<file path="src/rtl/lps_pkg.sv">
package lps_pkg;
  typedef enum logic [1:0] {
    LS_U0 = 2'd0,
    LS_U1 = 2'd1,
    LS_U2 = 2'd2,
    LS_U3 = 2'd3
  } lstate_t;
endpackage

</file>
<file path="src/rtl/lps_idle_mon.sv">
module lps_idle_mon #(
  parameter int CNT_W = 12
) (
  input  logic             clk,
  input  logic             rst,
  input  logic             clear,
  input  logic             en_u1,
  input  logic             en_u2,
  input  logic [CNT_W-1:0] thr_u1,
  input  logic [CNT_W-1:0] thr_u2,
  output logic             want_u1,
  output logic             want_u2
);
  localparam logic [CNT_W-1:0] CMAX = {CNT_W{1'b1}};

  logic [CNT_W-1:0] cnt;

  // saturating count of quiet cycles
  always_ff @(posedge clk) begin
    if (rst || clear) cnt <= '0;
    else if (cnt != CMAX) cnt <= cnt + 1'b1;
  end

  always_comb begin
    want_u1 = en_u1 && (cnt >= thr_u1);
    want_u2 = en_u2 && (cnt >= thr_u2);
  end
endmodule

</file>
<file path="src/rtl/lps_exit_timer.sv">
module lps_exit_timer #(
  parameter int T_W = 9
) (
  input  logic           clk,
  input  logic           rst,
  input  logic           load,
  input  logic [T_W-1:0] load_val,
  output logic           active,
  output logic           expire
);
  logic [T_W-1:0] tmr;

  always_ff @(posedge clk) begin
    if (rst) tmr <= '0;
    else if (load) tmr <= load_val;
    else if (tmr != '0) tmr <= tmr - 1'b1;
  end

  always_comb begin
    active = (tmr != '0);
    expire = (tmr == T_W'(1));
  end

  // a loaded timer is counting on the next cycle
  p_load_runs_r11: assert property (@(posedge clk) disable iff (rst)
    (load && load_val != '0) |=> active);
endmodule

</file>
<file path="src/rtl/lps_ctrl.sv">
module lps_ctrl
  import lps_pkg::*;
#(
  parameter int CNT_W   = 12,
  parameter int U1_EXIT = 6,
  parameter int U2_EXIT = 20,
  parameter int U3_EXIT = 300
) (
  input  logic             clk,
  input  logic             rst,
  input  logic             en_u1,
  input  logic             en_u2,
  input  logic [CNT_W-1:0] thr_u1,
  input  logic [CNT_W-1:0] thr_u2,
  input  logic             traffic_pend,
  input  logic             busy,
  input  logic             loc_ack,
  input  logic             prt_req,
  input  logic             prt_req_u2,
  input  logic             suspend_cmd,
  input  logic             wake,
  output logic [1:0]       state_code,
  output logic [3:0]       state_oh,
  output logic             loc_req,
  output logic             loc_req_u2,
  output logic             prt_acc,
  output logic             prt_rej
);
  localparam int LAT_A   = (U1_EXIT > U2_EXIT) ? U1_EXIT : U2_EXIT;
  localparam int LAT_MAX = (LAT_A > U3_EXIT) ? LAT_A : U3_EXIT;
  localparam int T_W     = $clog2(LAT_MAX + 1);

  lstate_t st_q;
  logic    lreq_q, lu2_q, acc_q, rej_q;
  logic    want_u1, want_u2;
  logic    idle_clr, prt_ok;
  logic    tmr_load, tmr_active, tmr_expire;
  logic [T_W-1:0] lat_sel;

  assign idle_clr = (st_q != LS_U0) || traffic_pend;

  lps_idle_mon #(.CNT_W(CNT_W)) u_idle (
    .clk(clk), .rst(rst), .clear(idle_clr),
    .en_u1(en_u1), .en_u2(en_u2),
    .thr_u1(thr_u1), .thr_u2(thr_u2),
    .want_u1(want_u1), .want_u2(want_u2)
  );

  always_comb begin
    case (st_q)
      LS_U1:   lat_sel = T_W'(U1_EXIT);
      LS_U2:   lat_sel = T_W'(U2_EXIT);
      default: lat_sel = T_W'(U3_EXIT);
    endcase
  end

  assign tmr_load = (st_q != LS_U0) && !tmr_active && (traffic_pend || wake);

  lps_exit_timer #(.T_W(T_W)) u_exit (
    .clk(clk), .rst(rst), .load(tmr_load), .load_val(lat_sel),
    .active(tmr_active), .expire(tmr_expire)
  );

  // partner entry accepted only from U0, enabled, not vetoed, no suspend
  assign prt_ok = prt_req && (st_q == LS_U0) && !suspend_cmd && !busy &&
                  (prt_req_u2 ? en_u2 : en_u1);

  always_ff @(posedge clk) begin
    if (rst) begin
      st_q   <= LS_U0;
      lreq_q <= 1'b0;
      lu2_q  <= 1'b0;
      acc_q  <= 1'b0;
      rej_q  <= 1'b0;
    end else begin
      acc_q <= prt_ok;
      rej_q <= prt_req && !prt_ok;
      if (st_q == LS_U0) begin
        if (suspend_cmd) begin
          st_q   <= LS_U3;
          lreq_q <= 1'b0;
          lu2_q  <= 1'b0;
        end else if (prt_ok) begin
          st_q   <= prt_req_u2 ? LS_U2 : LS_U1;
          lreq_q <= 1'b0;
          lu2_q  <= 1'b0;
        end else if (traffic_pend) begin
          lreq_q <= 1'b0;
          lu2_q  <= 1'b0;
        end else if (lreq_q && loc_ack) begin
          st_q   <= lu2_q ? LS_U2 : LS_U1;
          lreq_q <= 1'b0;
          lu2_q  <= 1'b0;
        end else begin
          lreq_q <= want_u1 || want_u2;
          lu2_q  <= want_u2;
        end
      end else begin
        lreq_q <= 1'b0;
        lu2_q  <= 1'b0;
        if (tmr_expire) st_q <= LS_U0;
      end
    end
  end

  always_comb begin
    state_code = st_q;
    state_oh   = 4'b0001 << st_q;
    loc_req    = lreq_q;
    loc_req_u2 = lu2_q;
    prt_acc    = acc_q;
    prt_rej    = rej_q;
  end

  // one-hot view agrees with the encoded state
  p_onehot_r2: assert property (@(posedge clk) disable iff (rst)
    ($countones(state_oh) == 1) && state_oh[state_code]);

  // one reply per partner request
  p_reply_r8: assert property (@(posedge clk) disable iff (rst)
    prt_req |=> (prt_acc != prt_rej));

  // a vetoed request is refused
  p_busy_rej_r9: assert property (@(posedge clk) disable iff (rst)
    (prt_req && busy) |=> prt_rej);

  // suspend is entered only on command from U0
  p_u3_cmd_r10: assert property (@(posedge clk) disable iff (rst)
    (st_q == LS_U3 && $past(st_q) != LS_U3) |-> ($past(suspend_cmd) && $past(st_q) == LS_U0));

  // requests only for states enabled one cycle earlier
  p_lreq_u2_en_r5: assert property (@(posedge clk) disable iff (rst)
    (loc_req && loc_req_u2) |-> $past(en_u2));
  p_lreq_u1_en_r5: assert property (@(posedge clk) disable iff (rst)
    (loc_req && !loc_req_u2) |-> $past(en_u1));

  // pending traffic withdraws a local request
  p_trf_drop_r6: assert property (@(posedge clk) disable iff (rst)
    (st_q == LS_U0 && traffic_pend) |=> !loc_req);
endmodule

</file>
<file path="config.mk">
export PLATFORM = sky130hd
export DESIGN_NAME = lps_ctrl
export DESIGN_NICKNAME = d
export VERILOG_FILES = /design/src/rtl/lps_pkg.sv /design/src/rtl/lps_idle_mon.sv /design/src/rtl/lps_exit_timer.sv /design/src/rtl/lps_ctrl.sv
export SDC_FILE = /design/constraint.sdc
export NUM_CORES = 1
export LEC_CHECK = 0
export ABC_AREA = 1
export CAP_MARGIN = 0
export CORE_MARGIN = 4
export CORE_UTILIZATION = 25
export CTS_BUF_LIST = sky130_fd_sc_hd__clkbuf_4 sky130_fd_sc_hd__clkbuf_8 sky130_fd_sc_hd__clkbuf_16
export DETAILED_ROUTE_END_ITERATION = 10
export SETUP_SLACK_MARGIN = 0.1
export SYNTH_ARGS = -nofsm -noshare
export SYNTH_HDL_FRONTEND = slang
export SYNTH_HIERARCHICAL = 1
export SYNTH_SLANG_ARGS = --single-unit
</file>
<file path="constraint.sdc">
create_clock -name clk -period 3.3 [get_ports clk]
set_input_delay 0.66 -clock clk [delete_from_list [all_inputs] [get_ports clk]]
set_output_delay 0.66 -clock clk [all_outputs]
set_load 0.02 [all_outputs]
</file>
# ---- After elaboration in Yosys (flattened, before gate mapping)
# Index checks and enable logic that the tools add are counted.
dict set report classes {
  n_shift 1
  n_lt_le_gt_ge 2
  reduce_logical 25
  n_mux 12
  bitwise_logic 1
  add_sub_neg 2
  n_eq_ne 6
}
# cell count
set ops {}
lappend ops {{$ge A12 B12 Y1} 2}
lappend ops {{$mux W9} 2}
lappend ops {{$pmux W9 S2} 1}
lappend ops {{$mux W2} 8}
lappend ops {{$add A12 B1 Y12 const B} 1}
lappend ops {{$ne A12 B12 Y1 const B} 1}
lappend ops {{$logic_and A1 B1 Y1} 10}
lappend ops {{$eq A9 B1 Y1 const B} 1}
lappend ops {{$reduce_bool A9 Y1} 1}
lappend ops {{$sub A9 B1 Y9 const B} 1}
lappend ops {{$reduce_bool A2 Y1} 3}
lappend ops {{$reduce_or A6 Y1} 1}
lappend ops {{$logic_not A1 Y1} 4}
lappend ops {{$logic_or A1 B1 Y1} 4}
lappend ops {{$ne A4 B3 Y1 const B} 1}
lappend ops {{$ne A4 B4 Y1 const B} 1}
lappend ops {{$shl A1 B2 Y4 const A} 1}
lappend ops {{$reduce_and A3 Y1} 1}
lappend ops {{$eq A2 B1 Y1 const B} 1}
lappend ops {{$eq A2 B2 Y1 const B} 1}
lappend ops {{$logic_not A2 Y1} 1}
lappend ops {{$mux W1} 1}
lappend ops {{$not A1 Y1} 1}
dict set report word_totals {
  ff_bits 27
  in_bits 35
  out_inout_bits 10
  elab_cells 56
}

# ---- Depth between registers and ports, before layout
dict set report logic_depth {
  word_depth 8
  mapped_depth 12
  ltp_nobuf 11
}

# ---- By module
# Netlist, hierarchy kept.
# module instances area_each_um2 seq_area_each_um2 cells_per_inst
set modules_own_cells {}
lappend modules_own_cells {lps_idle_mon 1 1322.5 240.2 208}
lappend modules_own_cells {lps_exit_timer 1 625.6 180.2 90}
lappend modules_own_cells {lps_ctrl 1 394.1 120.1 57}

# ---- Least setup slack after synthesis
# Ideal clock, no wire load.
dict set report synth_path {
  kind {flip-flop to flip-flop}
  start {register st_q[0], in the netlist state_code[0]}
  end {register u_exit.tmr[5]}
  period_less_slack_ps 1913
  setup_slack_ps 1387
  path_buffers 1
  setup_ps 115
  arrival_ps 1797
  stages_incl_launch_ff 9
  required_time_ps 3185
  path_cell_list {dfxtp_1 -> inv_1 -> ha_1 -> nor3_1 -> buf_6 -> inv_1 -> or2_2 -> nand3_1 -> nor2_1}
}
dict set report synth_between {
  elab_chain_len 4
  word_cells_on_any_way 8
  classes_between {eq/ne: 2; mux: 2; reduce/logical: 4}
}
# item line_no
set synth_lines {}
lappend synth_lines {{start: declaration} lps_ctrl.sv:33} ;# lstate_t st_q;
lappend synth_lines {{start signal: assignment} lps_ctrl.sv:84} ;# st_q <= prt_req_u2 ? LS_U2 : LS_U1;
lappend synth_lines {{start signal: assignment} lps_ctrl.sv:91} ;# st_q <= lu2_q ? LS_U2 : LS_U1;
lappend synth_lines {{$reduce_bool A2 Y1 *} lps_ctrl.sv:57} ;# assign tmr_load = (st_q != LS_U0) && !tmr_active && (traffic_pend || wake);
lappend synth_lines {{$logic_and A1 B1 Y1 * (2 in a row)} lps_ctrl.sv:57}
lappend synth_lines {{net tmr_load} lps_ctrl.sv:37} ;# logic tmr_load, tmr_active, tmr_expire;
lappend synth_lines {{$mux W9 or $reduce_bool A2 Y1 (tied branches)} n/a}
lappend synth_lines {{end signal: assignment} lps_exit_timer.sv:15} ;# else if (load) tmr <= load_val;
lappend synth_lines {{end signal: assignment} lps_exit_timer.sv:16} ;# else if (tmr != '0) tmr <= tmr - 1'b1;
lappend synth_lines {{end: declaration} lps_exit_timer.sv:11} ;# logic [T_W-1:0] tmr;
# Mark *: on every way through the listed nets, which the timed path passes. The rest lies on a longest branch.
# A chain may end at the register's enable or synchronous reset.

# ---- Worst setup path in the final report
dict set report layout_path {
  start {register st_q[0], in the netlist state_code[0]}
  end {output port state_oh[0]}
}
dict set report layout_between {
  elab_chain_len 1
}
# item line_no
set layout_lines {}
lappend layout_lines {{$shl A1 B2 Y4} lps_ctrl.sv:108} ;# state_oh = 4'b0001 << st_q;
lappend layout_lines {{end: declaration} lps_ctrl.sv:23} ;# output logic [3:0] state_oh,
# Every way passes these cells.

==> impl_metrics.csv <==
group,metric,value,unit
status,status,"finished, final reports clean",
setup_path,setup.worst_path.start,"state_code[0]",
timing,max_freq,435,MHz
die,rows,35,
timing,maxSlewHeadroom,61.3,%
final_layout,nets,468,
cts,htree_levels,1,
synthesis,synth_top_cell_by_area,"dfxtp_1",
setup_path,arrival,1.64,ns
cts,cts_tree,"built",
min_path,hp-start,"state_code[1]",
setup_path,critPathSlowestCell,"clkdlybuf4s50_1",
placement,post-place-ws,0.960,ns
cts,clk_pin_slew,0.09,ns
die,initial_utilization,25.5,%
setup_path,reg2reg_from,"u_exit/tmr[0]",
setup_path,critPathCaptureType,"output pin",
global_routing,grt_pass1_wl,9350,µm
synthesis,synthSimpleGateAreaFrac,36.6,%
pwr,p_seq_share,32.6,%
pwr,clkPwrFrac,15.2,%
pwr,netSwitchingFraction,42.3,%
die,die-height,105,µm
routing,wl_met1,2690,µm
synthesis,synth.area.top_cells,"dfxtp_1 23%, ha_1 17%, nand2_1 15%",
timing,drv_slew,0,
synthesis,ys_ff_latch,27,
pwr,p_comb_share,52.2,%
routing,ant_nets,0,
pwr,intPower,0.725,mW
setup_path,required,2.64,ns
routing,routedWlPerCell,10.3,µm
timing,finalSetupViolCount,0,
synthesis,ys_types,31,
synthesis,yosysSeqAreaShare,23.1,%
routing,vias_per_cell,4.25,
synthesis,synth_adder_area_share,16.6,%
final_layout,final_common_cell,"nand2_1",
pwr,p_sw,0.531,mW
cts,clk_latency,0.27,ns
flow_run,maxCapViolCount,0,
cts,cts_sinks,27,
routing,top_layer_used,"met4",
routing,drc_errors,0,
synthesis,synth_mux_area_share,0,%
timing,setup_slack,1.00,ns
cts,cts_hold_buf,0,
synthesis,synth_warnings,6,
placement,gp_congestion,0.859,
synthesis,syn_area,2340,µm²
pwr,ir_worst_vdd,0.248,mV
setup_path,worstPathBufferInverterCount,2,
setup_path,worstPathCellList,"inv_1 > ha_1 > clkdlybuf4s50_1",
setup_path,worstReg2RegEnd,"u_exit/tmr[5]",
synthesis,synth.top_cell.area_share,23.1,%
routing,drtIter0Drc,87,
setup_path,worstSetupPathType,"flop to output pin",
placement,place_hpwl,4390,µm
synthesis,synthCells,355,
pwr,power_density,427,nW/µm²
timing,tightest_slew,0.578,ns
pwr,p_leak,1.46,nW
die,die_area,11000,µm²
final_layout,syn_to_final_growth,25.5,%
setup_path,ff2ff_path_depth,11,
timing,fin_crit,2.30,ns
routing,first_pass_iters,4,
global_routing,gr-total-overflow,0,
global_routing,grtUsageTotal,10.0,%
die,ios,45,
min_path,min_to,"state_code[1]",
setup_path,cp-start-kind,"flop",
timing,whs,0.537,ns
cts,root_buffer,"clkbuf_8",
global_routing,antenna_found_initial,0,
setup_path,r2r_slack,1.21,ns
timing,rsz0062_at_grt,"no",
synthesis,synth_top_family_by_area,"simple AND/OR/NAND/NOR gates",
final_layout,final_cell_mix,"91 x nand2_1, 70 x inv_1, 44 x clkdlybuf4s50_1",
min_path,hold_path_class,"flop to flop",
routing,totalWireLength,5270,µm
global_routing,grt_pass1_vias,2194,
cts,cts_resized,0,
synthesis,synth-compound-area-share,8.44,%
timing,setup_tns,0,ns
routing,route.vias.total,2177,
routing,met2_length,2340,µm
timing,period_share,69.6,%
cts,cts_setup_buffers,0,
setup_path,cp_top_family,"buffers and inverters",
cts,clockBufferDepth,2,
die,die_x,105,µm
setup_path,crit_path_max_incr_delay,0.65,ns
pwr,p_total,1.26,mW
min_path,whs_path_depth,2,
setup_path,crit_path_max_fanout,5,
final_layout,diodes,0,
timing,hold_violations,0,
final_layout,drive_above_1_share,9.48,%
die,core_area,9200,µm²
cts,numCtsBuffers,3,
global_routing,grt_start_max_net_pins,16,
timing,clock_skew,0.00555,ns
placement,port_buffers,44,
synthesis,avgSynthCellArea,6.60,µm²
routing,route.met3.wl,206,µm
synthesis,synth-xor-area-share,1.50,%
## power groups by stage
stage | combinational [mW] | sequential [mW] | clock (mW)
floorplan | 0.490 | 0.418 | 0
global placement | 0.650 | 0.418 | 0
detailed placement | 0.656 | 0.417 | 0
global route | 0.742 | 0.416 | 0.210
CTS | 0.660 | 0.410 | 0.201
finish | 0.656 | 0.410 | 0.190
## synth_stat cells
cell,n
nand3_2,2
a31oi_1,1
or2_2,3
dfxtp_1,27
a21oi_1,22
nand2_1,91
nand2_2,7
nor2_2,4
o21ai_1,6
a21oi_2,2
o21ai_0,2
nand2_4,3
buf_4,2
xnor2_1,1
a21boi_1,2
inv_1,70
nand3_1,21
ha_1,31
nor2_1,29
nor2_8,1
nand4_1,4
buf_6,2
nand3_4,1
xor2_1,3
nor2_4,6
conb_1,2
nor3_2,1
o2111ai_1,1
nor3_1,4
inv_2,3
buf_2,1
## layout make-up
type / count / area (µm²)
clock inverter: 1 / 5.00
sequential: 27 / 541
timing repair buffer: 45 / 448
tap: 111 / 139
inverter: 73 / 274
fill: 1022 / 6260
multi-input combinational: 252 / 1490
clock buffer: 3 / 41.3
## state kept, by name, summed over array words and instances, names as in the netlist
register,count
u_idle/cnt,12
loc_req,1
u_exit/tmr,9
state_code,2
prt_rej,1
loc_req_u2,1
prt_acc,1
## kinds of logic (layout without fill, tap and decap cells)
kind of cell             count (synthesis)  in the layout
other                                    2              4
buffers and inverters                   78            122
AND/OR/NAND/NOR                        177            177
AO/OA/AOI/OAI                           36             36
XOR/XNOR                                 4              4
flip-flops                              27             27
adder cells (fa/ha/maj)                 31             31
## per-layer routing
metal	track usage [%]	up-vias
li1	-	1184
met1	13.4	954
met2	16.9	37
met3	1.54	2
met4	2.25	0
met5	0	-
## metrics by stage
step	std cells	instance area, µm²	util, %
after floorplan	357	2350	-
after global placement	508	2890	31.5
after detailed placement	508	2890	31.5
after CTS	512	2940	32.0
after global routing	512	2940	32.0
final	512	2940	32.0
## worst max path at each step
| stage | to | depth (start not counted) | slack [ns] |
|---|---|---|---|
| 2_1_floorplan | u_exit/tmr[5] | 8 | 1.39 |
| 3_3_place_gp | loc_req | 11 | 1.01 |
| 3_5_place_dp | loc_req | 11 | 0.96 |
| 4_1_cts | state_oh[0] | 3 | 0.98 |
| 5_1_grt | state_oh[0] | 3 | 0.89 |
| 6_report | state_oh[0] | 3 | 1.00 |
## worst min-delay path: cells and delay by family, from the launching register on
kind | cells | cell delay [ns]
flip-flops | 1 | 0.36
AO/OA/AOI/OAI | 1 | 0.05
AND/OR/NAND/NOR | 1 | 0.08
Note: power is estimated with default switching activity, not from simulation.
